===== src/rtl/irq_pkg.sv =====
package irq_pkg;
  localparam int unsigned CNT_W      = 32;
  localparam int unsigned NUM_IRQ    = 8;
  localparam int unsigned TIMER_LINE = 7;
  localparam int unsigned CAUSE_BASE = 16;
  localparam int unsigned CAUSE_W    = 8;

  typedef enum logic [1:0] {
    SEL_COUNT   = 2'd0,
    SEL_COMPARE = 2'd1,
    SEL_PENDING = 2'd2,
    SEL_NONE    = 2'd3
  } wr_sel_e;
endpackage


===== src/rtl/irq_timer.sv =====
module irq_timer #(
  parameter int unsigned CNT_W = 32
) (
  input  logic             clk_i,
  input  logic             rst_ni,
  input  logic             retire_i,
  input  logic             cnt_we_i,
  input  logic             cmp_we_i,
  input  logic [CNT_W-1:0] wdata_i,
  output logic [CNT_W-1:0] count_o,
  output logic [CNT_W-1:0] compare_o,
  output logic             match_o
);
  localparam logic [CNT_W-1:0] ONE = {{(CNT_W-1){1'b0}}, 1'b1};

  logic [CNT_W-1:0] count_q, count_d;
  logic [CNT_W-1:0] cmp_q, cmp_d;

  // match on pre-increment value
  assign match_o = retire_i && (count_q == cmp_q);

  always_comb begin
    count_d = count_q;
    if (cnt_we_i)      count_d = wdata_i;
    else if (retire_i) count_d = count_q + ONE;
  end

  always_comb begin
    cmp_d = cmp_q;
    if (cmp_we_i) cmp_d = wdata_i;
  end

  always_ff @(posedge clk_i or negedge rst_ni) begin
    if (!rst_ni) begin
      count_q <= '0;
      cmp_q   <= '0;
    end else begin
      count_q <= count_d;
      cmp_q   <= cmp_d;
    end
  end

  assign count_o   = count_q;
  assign compare_o = cmp_q;
endmodule


===== src/rtl/irq_pending.sv =====
module irq_pending #(
  parameter int unsigned NUM_IRQ    = 8,
  parameter int unsigned TIMER_LINE = 7
) (
  input  logic               clk_i,
  input  logic               rst_ni,
  input  logic               we_i,
  input  logic [NUM_IRQ-1:0] wdata_i,
  input  logic               timer_hit_i,
  output logic [NUM_IRQ-1:0] pending_o
);
  logic [NUM_IRQ-1:0] pend_q, pend_d, hit_vec;

  always_comb begin
    hit_vec = '0;
    hit_vec[TIMER_LINE] = timer_hit_i;
  end

  // software write first, timer hit ORed on top
  always_comb begin
    pend_d = we_i ? wdata_i : pend_q;
    pend_d = pend_d | hit_vec;
  end

  always_ff @(posedge clk_i or negedge rst_ni) begin
    if (!rst_ni) pend_q <= '0;
    else         pend_q <= pend_d;
  end

  assign pending_o = pend_q;
endmodule


===== src/rtl/irq_prio.sv =====
module irq_prio #(
  parameter int unsigned NUM_IRQ    = 8,
  parameter int unsigned CAUSE_W    = 8,
  parameter int unsigned CAUSE_BASE = 16
) (
  input  logic [NUM_IRQ-1:0] req_i,
  output logic               any_o,
  output logic [CAUSE_W-1:0] cause_o
);
  logic [NUM_IRQ-1:0] seen;
  logic [NUM_IRQ-1:0] grant;

  // lowest index wins: grant where no lower line requests
  assign seen[0]  = req_i[0];
  assign grant[0] = req_i[0];
  for (genvar g = 1; g < NUM_IRQ; g++) begin : g_chain
    assign seen[g]  = seen[g-1] | req_i[g];
    assign grant[g] = req_i[g] & ~seen[g-1];
  end

  assign any_o = seen[NUM_IRQ-1];

  always_comb begin
    cause_o = '0;
    for (int i = 0; i < NUM_IRQ; i++) begin
      if (grant[i]) cause_o = cause_o | CAUSE_W'(CAUSE_BASE + i);
    end
  end
endmodule


===== src/rtl/timer_irq_unit.sv =====
module timer_irq_unit
  import irq_pkg::*;
#(
  parameter int unsigned CNT_W      = irq_pkg::CNT_W,
  parameter int unsigned NUM_IRQ    = irq_pkg::NUM_IRQ,
  parameter int unsigned TIMER_LINE = irq_pkg::TIMER_LINE,
  parameter int unsigned CAUSE_BASE = irq_pkg::CAUSE_BASE,
  parameter int unsigned CAUSE_W    = irq_pkg::CAUSE_W
) (
  input  logic               clk_i,
  input  logic               rst_ni,
  input  logic               retire_i,
  input  logic               fetch_req_i,
  input  logic               trap_en_i,
  input  logic [NUM_IRQ-1:0] irq_mask_i,
  input  logic               wr_en_i,
  input  logic [1:0]         wr_sel_i,
  input  logic [CNT_W-1:0]   wr_data_i,
  output logic               trap_o,
  output logic [CAUSE_W-1:0] cause_o,
  output logic               fetch_go_o,
  output logic [CNT_W-1:0]   count_o,
  output logic [CNT_W-1:0]   compare_o,
  output logic [NUM_IRQ-1:0] pending_o
);
  logic               cnt_we, cmp_we, pend_we;
  logic               timer_hit;
  logic [NUM_IRQ-1:0] enabled;
  logic               any_irq;
  logic [CAUSE_W-1:0] sel_cause;

  assign cnt_we  = wr_en_i && (wr_sel_i == SEL_COUNT);
  assign cmp_we  = wr_en_i && (wr_sel_i == SEL_COMPARE);
  assign pend_we = wr_en_i && (wr_sel_i == SEL_PENDING);

  irq_timer #(.CNT_W(CNT_W)) u_timer (
    .clk_i     (clk_i),
    .rst_ni    (rst_ni),
    .retire_i  (retire_i),
    .cnt_we_i  (cnt_we),
    .cmp_we_i  (cmp_we),
    .wdata_i   (wr_data_i),
    .count_o   (count_o),
    .compare_o (compare_o),
    .match_o   (timer_hit)
  );

  irq_pending #(.NUM_IRQ(NUM_IRQ), .TIMER_LINE(TIMER_LINE)) u_pend (
    .clk_i       (clk_i),
    .rst_ni      (rst_ni),
    .we_i        (pend_we),
    .wdata_i     (wr_data_i[NUM_IRQ-1:0]),
    .timer_hit_i (timer_hit),
    .pending_o   (pending_o)
  );

  assign enabled = pending_o & irq_mask_i;

  irq_prio #(.NUM_IRQ(NUM_IRQ), .CAUSE_W(CAUSE_W), .CAUSE_BASE(CAUSE_BASE)) u_prio (
    .req_i   (enabled),
    .any_o   (any_irq),
    .cause_o (sel_cause)
  );

  // check precedes fetch; trap suppresses the grant
  assign trap_o     = fetch_req_i && trap_en_i && any_irq;
  assign cause_o    = trap_o ? sel_cause : '0;
  assign fetch_go_o = fetch_req_i && !trap_o;
endmodule


===== config.mk =====
export PLATFORM = sky130hd
export DESIGN_NAME = timer_irq_unit
export DESIGN_NICKNAME = d
export VERILOG_FILES = /design/src/rtl/irq_pkg.sv /design/src/rtl/irq_timer.sv /design/src/rtl/irq_pending.sv /design/src/rtl/irq_prio.sv /design/src/rtl/timer_irq_unit.sv
export SDC_FILE = /design/constraint.sdc
export NUM_CORES = 1
export LEC_CHECK = 0
export BUFFER_PORTS_ARGS = -buffer_cell sky130_fd_sc_hd__buf_2
export CAP_MARGIN = 15
export CORE_MARGIN = 2
export CORE_UTILIZATION = 56
export CTS_CLUSTER_DIAMETER = 40
export DETAILED_ROUTE_END_ITERATION = 12
export PLACE_DENSITY = 0.95
export SETUP_SLACK_MARGIN = 0.02
export SLEW_MARGIN = 20
export SYNTH_ARGS = -nofsm -noshare
export SYNTH_HDL_FRONTEND = slang
export SYNTH_HIERARCHICAL = 1
export SYNTH_SLANG_ARGS = --single-unit

===== constraint.sdc =====
create_clock -name clk_i -period 5.4 [get_ports clk_i]
set_clock_uncertainty 0.05 [all_clocks]
set_input_delay 0.27 -clock clk_i [delete_from_list [all_inputs] [get_ports clk_i]]
set_output_delay 0.27 -clock clk_i [all_outputs]
set_load 0.01 [all_outputs]

==> results.yml, run 1 <==
route:
  route.detailed.drc: 0
  wl_um: 11260
  vias: 3735
  wl_per_cell_um: 18.38
  drt-initial-drc-count: 394
  viasPerCell: 6.093
  drtAntennaViolNets: 0
  firstDrtPassIters: 5
floorplanning:
  core_um2: 7214
  dieArea_um2: 8095
  start_util_pct: 57.37
  io_pins: 130
  rows: 31
  die-width_um: 89.97
  die_h_um: 89.97
setup_path:
  required_ns: 5.08
  critPathMaxFanout: 10
  cp.arrival_ns: 2.04
  reg2regPathDepth: 4
  endpoint_kind: "primary output"
  worst-setup-path-type: "register to primary output"
  r2r-start: "u_timer/count_o[2]"
  r2r-end: "u_timer/count_o[29]"
  reg2reg_slack_ns: 3.05
  critPathLaunchType: "register"
timing:
  fin_tns_setup_ns: 0
  drv_slew: 0
  relSlewSlack_pct: 39.99
  fin_crit_ns: 2.358
  tightestPinTransition_ns: 0.9002
  final-setup-viol-count: 0
  finalCritPeriodShare_pct: 43.66
  setup_slack_ns: 3.042
  fmax_mhz: 424.1
  hold_viol: 0
  rsz0062_at_grt: "no"
  hold_ws_ns: 0.07486
min_path:
  hp-class: "input pin to asynchronous set/reset pin"
synthesis:
  yosys.cell_types.count: 51
  ys_seq_area_share_pct: 43.53
  avgSynthCellArea_um2: 10.48
  ys_ff_latch: 72
  syn_area_um2: 4139
  yosysWarnings: 6
  synthCells: 395
clocking:
  cts_max_path_buffers: 2
  cts_sinks: 72
  cts_max_level: 3
  cts.clk_slew.worst_paths_ns: 0.08
  cts_root_buffer: "clkbuf_8"
  cts_inserted_buffers: 9
  cts_hold_buf: 0
  tritoncts: "built"
  post_cts_buffers: 0
  cts_resized: 0
  clock_latency_ns: 0.35
finish:
  nFillCells: 549
  num-nets-final: 558
  diodes: 0
  final_common_cell: "buf_2"
  area_growth_pct: 20.92
  ff_latch_area_um2: 1802
  most-common-layout-cells: "buf_2 (125), dfrtp_1 (72), xor2_1 (35), mux2_2 (32), nand2_1 (27)"
  multi_input_area_um2: 2155
  fin_util_pct: 69.37
  drive_above_1_share_pct: 38.52
grt:
  grt.overflow.total: 0
  grt_pass1_wl_um: 18210
  grt_max_degree: 73
  antenna_found_initial: 0
  grt_pass1_vias: 3620
  track_usage_pct: 28.19
power:
  power_mw: 1.902
  irDropWorstVdd_mv: 0.2448
  p_sw_mw: 0.6662
  p_int_mw: 1.235
  comb_power_share_pct: 28.9
  switching_share_pct: 35.03
  power_leakage_nw: 2.208
  powerDensity_nw_per_um2: 380.0
  power_frac_seq_pct: 43.0
  clockPowerShare_pct: 28.1
job:
  max_cap_viol_count: 0
place:
  dp_slack_ns: 3.157
  gp_congestion: 0.8490
  post-dp-hpwl_um: 7919
  port_buffers: 125
run_status:
  outcome: "complete, no violations"
## stage by stage
step / cells / cell area [um2]
after floorplan: 398 / 4150
after global placement: 597 / 4751
after detailed placement: 597 / 4751
after CTS: 613 / 5005
after global routing: 613 / 5005
final: 613 / 5005
## worst max-delay path by stage
stage,from,endpoint,slack (ns),depth (start not counted)
2_1_floorplan,u_timer/count_o[0],u_timer/count_o[18],3.27,6
3_3_place_gp,wr_sel_i[1],u_timer/count_o[16],3.21,6
3_5_place_dp,u_timer/count_o[0],u_timer/count_o[30],3.16,5
4_1_cts,u_pend/pending_o[4],cause_o[1],3.06,5
5_1_grt,u_timer/count_o[2],u_timer/count_o[29],2.84,4
6_report,u_pend/pending_o[4],cause_o[1],3.04,5
## flip-flops by register name (all words and copies together) (netlist names)
name               count
u_timer/compare_o     32
u_timer/count_o       32
u_pend/pending_o       8
## final cells by class
cell class                      instances  area share [%]
Tap cell                               99           2.475
Timing Repair Buffer                  128           12.95
Multi-Input combinational cell        292           43.05
Clock inverter                          5           2.050
Inverter                                6          0.4500
Sequential cell                        72           36.00
Clock buffer                           11           3.025
## cells in the mapped netlist, drive strengths merged
library cell | number | share of area, %
a31oi | 17 | 2.6
o31ai | 13 | 2.4
a21boi | 2 | 0.36
clkinv | 1 | 0.091
and2 | 8 | 1.2
and4 | 10 | 2.1
xor2 | 35 | 7.4
o21ai | 17 | 2.1
inv | 5 | 0.45
a211o | 1 | 0.21
conb | 1 | 0.091
nand3 | 15 | 2.1
and3 | 6 | 0.94
a21oi | 1 | 0.12
buf | 19 | 3.2
or2 | 2 | 0.30
o21bai | 1 | 0.18
clkbuf | 7 | 0.66
or3 | 3 | 0.57
mux2i | 1 | 0.24
o211ai | 1 | 0.18
mux2 | 39 | 11
or4 | 15 | 2.8
and3b | 3 | 0.63
o41ai | 3 | 0.63
nor2 | 21 | 1.9
nand4 | 14 | 2.8
dfrtp | 72 | 44
ha | 1 | 0.30
nor3 | 5 | 0.60
nor4 | 12 | 2.2
dlygate4sd1 | 2 | 0.42
xnor2 | 10 | 2.1
nor3b | 1 | 0.18
nor2b | 2 | 0.36
or4b | 2 | 0.48
nand2 | 27 | 2.4
## worst max-delay path: stages (launching register included)
cell,delay (ns)
dfrtp_1,0.40
and2_1,0.22
nor4_4,0.33
nand3_1,0.30
and4_1,0.31
buf_2,0.14
## power groups by stage
stage	clock network, mW	logic (mW)	registers [mW]
2_1_floorplan	0	0.295	0.829
4_1_cts	0.542	0.546	0.814
5_1_grt	0.562	0.594	0.838
3_3_place_gp	0	0.520	0.812
3_5_place_dp	0	0.538	0.823
6_report	0.535	0.550	0.817
## cell families after synthesis
| logic type | after synthesis | share of synthesized area [%] |
|---|---|---|
| mux | 40 | 11.49 |
| other cells | 1 | 0.09060 |
| buf+inv | 34 | 4.806 |
| fa+ha+maj | 1 | 0.3022 |
| simple gates | 146 | 21.58 |
| flops | 72 | 43.53 |
| compound gates | 56 | 8.676 |
| xor+xnor | 45 | 9.522 |
## routing by layer
metal / global-route usage (%) / share of wire, % / vias to the layer above
li1: - / - / 1679
met1: 36.35 / 39 / 1780
met2: 45.77 / 48 / 227
met3: 4.862 / 8.1 / 49
met4: 15.00 / 4.6 / 0
met5: 0 / 0 / -
Power figures use the tool's default switching activity.
==> run 2: changes to the inputs <==
--- a/config.mk
+++ b/config.mk
@@ -8,10 +8,10 @@
 export BUFFER_PORTS_ARGS = -buffer_cell sky130_fd_sc_hd__buf_2
 export CAP_MARGIN = 15
 export CORE_MARGIN = 2
-export CORE_UTILIZATION = 56
+export CORE_UTILIZATION = 47
 export CTS_CLUSTER_DIAMETER = 40
 export DETAILED_ROUTE_END_ITERATION = 12
-export PLACE_DENSITY = 0.95
+export PLACE_DENSITY = 0.89
 export SETUP_SLACK_MARGIN = 0.02
 export SLEW_MARGIN = 20
 export SYNTH_ARGS = -nofsm -noshare
==> constraint.sdc (replaced) <==
create_clock -name clk_i -period 2.15 [get_ports clk_i]
set_clock_uncertainty 0.05 [all_clocks]
set_input_delay 0.1075 -clock clk_i [delete_from_list [all_inputs] [get_ports clk_i]]
set_output_delay 0.1075 -clock clk_i [all_outputs]
set_load 0.01 [all_outputs]
==> run 2 against run 1 <==
  * Clock power up 100%
  * Critical path depth up 1
  * Clock-buffer cell count down 1
  * Global-route usage down 2.8 points
  * Highest routed layer unchanged
  * Non-clock buffer count up 53
  * Critical path type is now register to register
  * First-iteration DRC count up 5.1%
  * Die area up 18%
  * Register-to-register slack worse by 3.0 ns
  * Sequential power up 140%
  * Total power up 150%
  * Cell count up 10%
  * Flip-flop and latch count unchanged
==> results.yml, run 2 (synthesis gave the netlist of run 1 again) <==
grt:
  grt.overflow.total: 0
  grt_max_degree: 38
  grt_pass1_wl_um: 19400
  grt_pass1_vias: 3906
  track_usage_pct: 25.36
  antenna_found_initial: 0
power:
  switching_share_pct: 37.47
  p_sw_mw: 1.757
  power_leakage_nw: 2.416
  irDropWorstVdd_mv: 0.4679
  comb_power_share_pct: 34.3
  powerDensity_nw_per_um2: 857.4
  clockPowerShare_pct: 23.1
  p_int_mw: 2.932
  power_frac_seq_pct: 42.6
place:
  place_inst: 623
  port_buffers: 125
  gp_congestion: 0.9184
  post-dp-hpwl_um: 8631
finish:
  diodes: 0
  final_common_cell: "buf_2"
  num-nets-final: 611
  drive_above_1_share_pct: 38.80
  stdcell_count: 675
  area_growth_pct: 32.13
  most-common-layout-cells: "buf_2 (125), dfrtp_1 (72), xor2_1 (35), dlygate4sd3_1 (33), mux2_2 (32)"
floorplanning:
  die_h_um: 97.84
  die-width_um: 97.84
  start_util_pct: 47.93
  io_pins: 130
  core_um2: 8636
  rows: 34
  dieArea_um2: 9573
clocking:
  cts_sinks: 72
  cts_max_level: 3
  cts.clk_slew.worst_paths_ns: 0.08
  clock_latency_ns: 0.35
  tritoncts: "built"
  cts_max_path_buffers: 2
  cts_root_buffer: "clkbuf_8"
  cts_inserted_buffers: 9
min_path:
  hp-class: "input pin to register"
job:
  max_cap_viol_count: 0
route:
  drtAntennaViolNets: 0
  firstDrtPassIters: 5
  vias: 3921
  wl_um: 12160
  route.detailed.drc: 0
  viasPerCell: 5.809
  wl_per_cell_um: 18.01
  drt-initial-drc-count: 414
setup_path:
  critPathTopFamily: "simple AND/OR/NAND/NOR gates"
  cp.arrival_ns: 2.32
  cp_num_buf_inv: 1
  crit_chain: "ha_2, nand3_1, or3_4, buf_4, or4_1, nand3_1"
  critical_path.slowest_cell: "or3_4"
  slowest_delay_ns: 0.48
  critPathMaxFanout: 11
  crit_path_frequent_cell: "nand3_1"
  worst-setup-path-type: "register to register"
  endpoint_kind: "register"
  required_ns: 2.38
  critPathLaunchType: "register"
timing:
  hold_viol: 0
  tightestPinTransition_ns: 0.8321
  fin_tns_setup_ns: 0
  final-setup-viol-count: 0
  finalCritPeriodShare_pct: 97.01
  fin_crit_ns: 2.086
  fmax_mhz: 479.4
  rsz0062_at_grt: "yes"
  drv_slew: 0
  relSlewSlack_pct: 44.53
run_status:
  outcome: "complete, no violations"
## run 2: area by class of cell
class / instances / area [um2]
clock buffer: 10 / 127.6
inverter: 6 / 22.52
fill: 659 / 3167
clock inverter: 6 / 68.82
tap: 108 / 135.1
timing repair buffer: 181 / 1141
sequential: 72 / 1802
multi-input combinational: 292 / 2172
## run 2: final timing paths
check	cells past startpoint	from	slack, ns	end
hold reg to reg	1	u_pend/pending_o[3]	0.50	u_pend/pending_o[3]
min in group asynchronous	2	rst_ni	0.35	u_timer/compare_o[12]
setup / recovery	6	u_timer/count_o[0]	0.06	u_timer/count_o[16]
hold / removal	3	retire_i	0.14	u_timer/count_o[0]
setup reg to reg	6	u_timer/count_o[0]	0.06	u_timer/count_o[16]
max in group asynchronous	3	rst_ni	1.03	u_timer/count_o[21]
## run 2: power groups by stage
stage	sequential [mW]	combinational (mW)	clock [mW]
final	2.00	1.61	1.08
after CTS	1.99	1.59	1.11
after floorplan	2.08	0.742	0
after global placement	1.98	1.48	0
after detailed placement	2.01	1.52	0
after global routing	2.04	1.73	1.17
## run 2: per-stage QoR
stage | utilization, % | hold WS [ns] | setup WS [ns] | total power [mW] | cell area, um2
2_1_floorplan | - | -0.2381 | 0.02497 | 2.825 | 4150
3_3_place_gp | 56.77 | 0.1991 | 0.1726 | 3.460 | 4902
3_5_place_dp | 56.77 | 0.2069 | 0.05610 | 3.536 | 4902
4_1_cts | 62.92 | 0.1173 | 0.02636 | 4.685 | 5434
5_1_grt | 63.33 | 0.1595 | 0.004849 | 4.934 | 5469
6_report | 63.33 | 0.1377 | 0.06420 | 4.689 | 5469
## run 2: metal layers
layer | GRT usage (%) | part of all wire (%) | wire length, um | vias to the layer above
met4 | 13.14 | 4.1 | 497 | 0
met1 | 31.50 | 39 | 4763 | 1867
met3 | 5.369 | 7.5 | 918 | 43
met5 | 0 | 0 | 0 | -
li1 | - | - | - | 1784
met2 | 41.73 | 49 | 5980 | 227
## run 2: repair_timing
item / 4_1_cts / 5_1_grt
hold buffers: 33 / 0
gates resized for setup: 1 / 4
buffers inserted: 0 / 3
pin swaps: 0 / 4
endpoints found under the setup margin: 6 / 20
hold endpoints to repair: 103 / 0
## run 2: worst register-to-register path: stages (launching register included)
cell     delay [ns]
dfrtp_1        0.40
ha_2           0.23
nand3_1        0.11
or3_4          0.48
buf_4          0.18
or4_1          0.48
nand3_1        0.10
==> run 3: changes to the inputs <==
--- a/config.mk
+++ b/config.mk
@@ -7,11 +7,13 @@
 export LEC_CHECK = 0
 export BUFFER_PORTS_ARGS = -buffer_cell sky130_fd_sc_hd__buf_2
 export CAP_MARGIN = 15
+export CELL_PAD_IN_SITES_DETAIL_PLACEMENT = 1
+export CELL_PAD_IN_SITES_GLOBAL_PLACEMENT = 1
 export CORE_MARGIN = 2
-export CORE_UTILIZATION = 47
+export CORE_UTILIZATION = 35
 export CTS_CLUSTER_DIAMETER = 40
 export DETAILED_ROUTE_END_ITERATION = 12
-export PLACE_DENSITY = 0.89
+export PLACE_DENSITY = 0.88
 export SETUP_SLACK_MARGIN = 0.02
 export SLEW_MARGIN = 20
 export SYNTH_ARGS = -nofsm -noshare
==> run 3 against run 2 <==
  * The flow now finishes with violations (negative hold slack)
  * Via count decreased by 0.54%
  * Clock-buffer cell count unchanged
  * Die area grew 33%
  * Cell count rose by 5.5%
  * Critical path depth down 2
  * First-iteration DRC count is 56% lower
  * Utilization decreased by 14 points
  * Register-to-register slack about the same
  * Highest routed layer unchanged
==> results.yml, run 3 (synthesis gave the netlist of run 1 again) <==
timing:
  hold_viol: 1
  relSlewSlack_pct: 61.34
  finalCritPeriodShare_pct: 97.20
  tightestPinTransition_ns: 0.5798
  final-setup-viol-count: 0
  fmax_mhz: 478.5
  fin_crit_ns: 2.090
  drv_slew: 0
  hold_ws_ns: -0.008814
  fin_tns_setup_ns: 0
  rsz0062_at_grt: "yes"
finish:
  num-nets-final: 613
  design_area_um2: 5713
  ff_latch_area_um2: 1804
  most-common-layout-cells: "buf_2 (125), dfrtp_1 (70), xor2_1 (35), mux2_2 (32), dlygate4sd3_1 (31)"
  area_growth_pct: 38.03
  multi_input_area_um2: 2187
  nFillCells: 1288
  drive_above_1_share_pct: 40.07
  final_common_cell: "buf_2"
  diodes: 0
power:
  irDropWorstVdd_mv: 0.4229
  powerDensity_nw_per_um2: 976.1
  power_leakage_nw: 2.509
clocking:
  cts_max_level: 3
  clock_latency_ns: 0.33
  cts.clk_slew.worst_paths_ns: 0.06
  tritoncts: "built"
  cts_max_path_buffers: 2
  cts_inserted_buffers: 9
  cts_root_buffer: "clkbuf_16"
  cts_sinks: 72
floorplanning:
  die-width_um: 112.7
  die_h_um: 112.7
  dieArea_um2: 12710
  start_util_pct: 36.09
  io_pins: 130
  rows: 39
  core_um2: 11470
place:
  port_buffers: 125
  gp_congestion: 0.8561
  post-dp-hpwl_um: 9830
  placed_area_um2: 4979
grt:
  grt_pass1_wl_um: 22020
  grt.overflow.total: 0
  grt_pass1_vias: 4178
  antenna_found_initial: 0
  track_usage_pct: 21.70
  grt_max_degree: 41
route:
  route.detailed.drc: 0
  wl_um: 14250
  viasPerCell: 5.478
  firstDrtPassIters: 4
  drtAntennaViolNets: 0
  wl_per_cell_um: 20.01
  vias: 3900
  drt-initial-drc-count: 183
run_status:
  violations: "negative hold slack"
  outcome: "finished with violations"
setup_path:
  required_ns: 2.34
  startpoint: "u_timer/count_o[2]"
  r2r-start: "u_timer/count_o[2]"
  critPathLaunchType: "register"
  endpoint_kind: "register"
  worst-setup-path-type: "register to register"
  critPathMaxFanout: 6
  cp.arrival_ns: 2.28
min_path:
  min_from: "wr_data_i[6]"
  hp-class: "input pin to register"
job:
  max_cap_viol_count: 0
run 3: through the flow:
step                      hold WS, ns  total power, mW  std cells  util, %  setup WS, ns
after floorplan               -0.2381            2.825        398        -       0.02497
after global placement        0.04677            3.541        662    43.42        0.1901
after detailed placement      0.05330            3.616        662    43.42       0.09184
after CTS                   0.0003809            5.540        709    49.38       0.02104
after global routing        0.0003175            5.837        712    49.82      0.005929
final                       -0.008814            5.577        712    49.82       0.06026
run 3: layer usage:
metal | vias up | global-route usage, % | part of all wire, %
li1 | 1779 | - | -
met1 | 1949 | 27.44 | 41
met2 | 148 | 37.60 | 51
met3 | 24 | 4.071 | 5.3
met4 | 0 | 6.992 | 2.4
met5 | - | 0 | 0
run 3: final timing paths:
path | end | slack [ns] | depth (start not counted)
worst min-delay path | u_timer/count_o[6] | -0.009 | 3
worst max register to register | u_timer/count_o[29] | 0.06 | 4
min in group asynchronous | u_timer/compare_o[28] | 0.23 | 2
max in group asynchronous | u_timer/count_o[1] | 1.21 | 3
worst min register to register | u_pend/pending_o[3] | 0.49 | 1
worst max-delay path | u_timer/count_o[29] | 0.06 | 4
run 3: power by group:
group,total [mW],switching [mW],internal (mW)
Combinational,1.74,0.930,0.806
Clock,1.85,0.569,1.28
Sequential,1.99,0.358,1.64
Total,5.58,1.86,3.72
run 3: area by class of cell:
class	instances	share of cell area [%]
multi-input combinational	292	38.28
sequential	72	31.58
timing repair buffer	183	20.15
clock buffer	10	4.183
tap	143	3.132
clock inverter	6	2.278
inverter	6	0.3942
run 3: worst max-delay path, cell delays in order (launching register included):
cell and delay, ns:
dfrtp_1 0.43, and4_2 0.34, nand4_2 0.23, or4b_2 0.70, a31oi_1 0.23
run 3: repair_timing:
action,CTS,global route
setup buffers,0,3
resized for setup,1,7
pin swaps,0,2
setup endpoints to repair,5,11
hold buffers,31,0
gates cloned,0,0
endpoints found under the hold margin,81,0
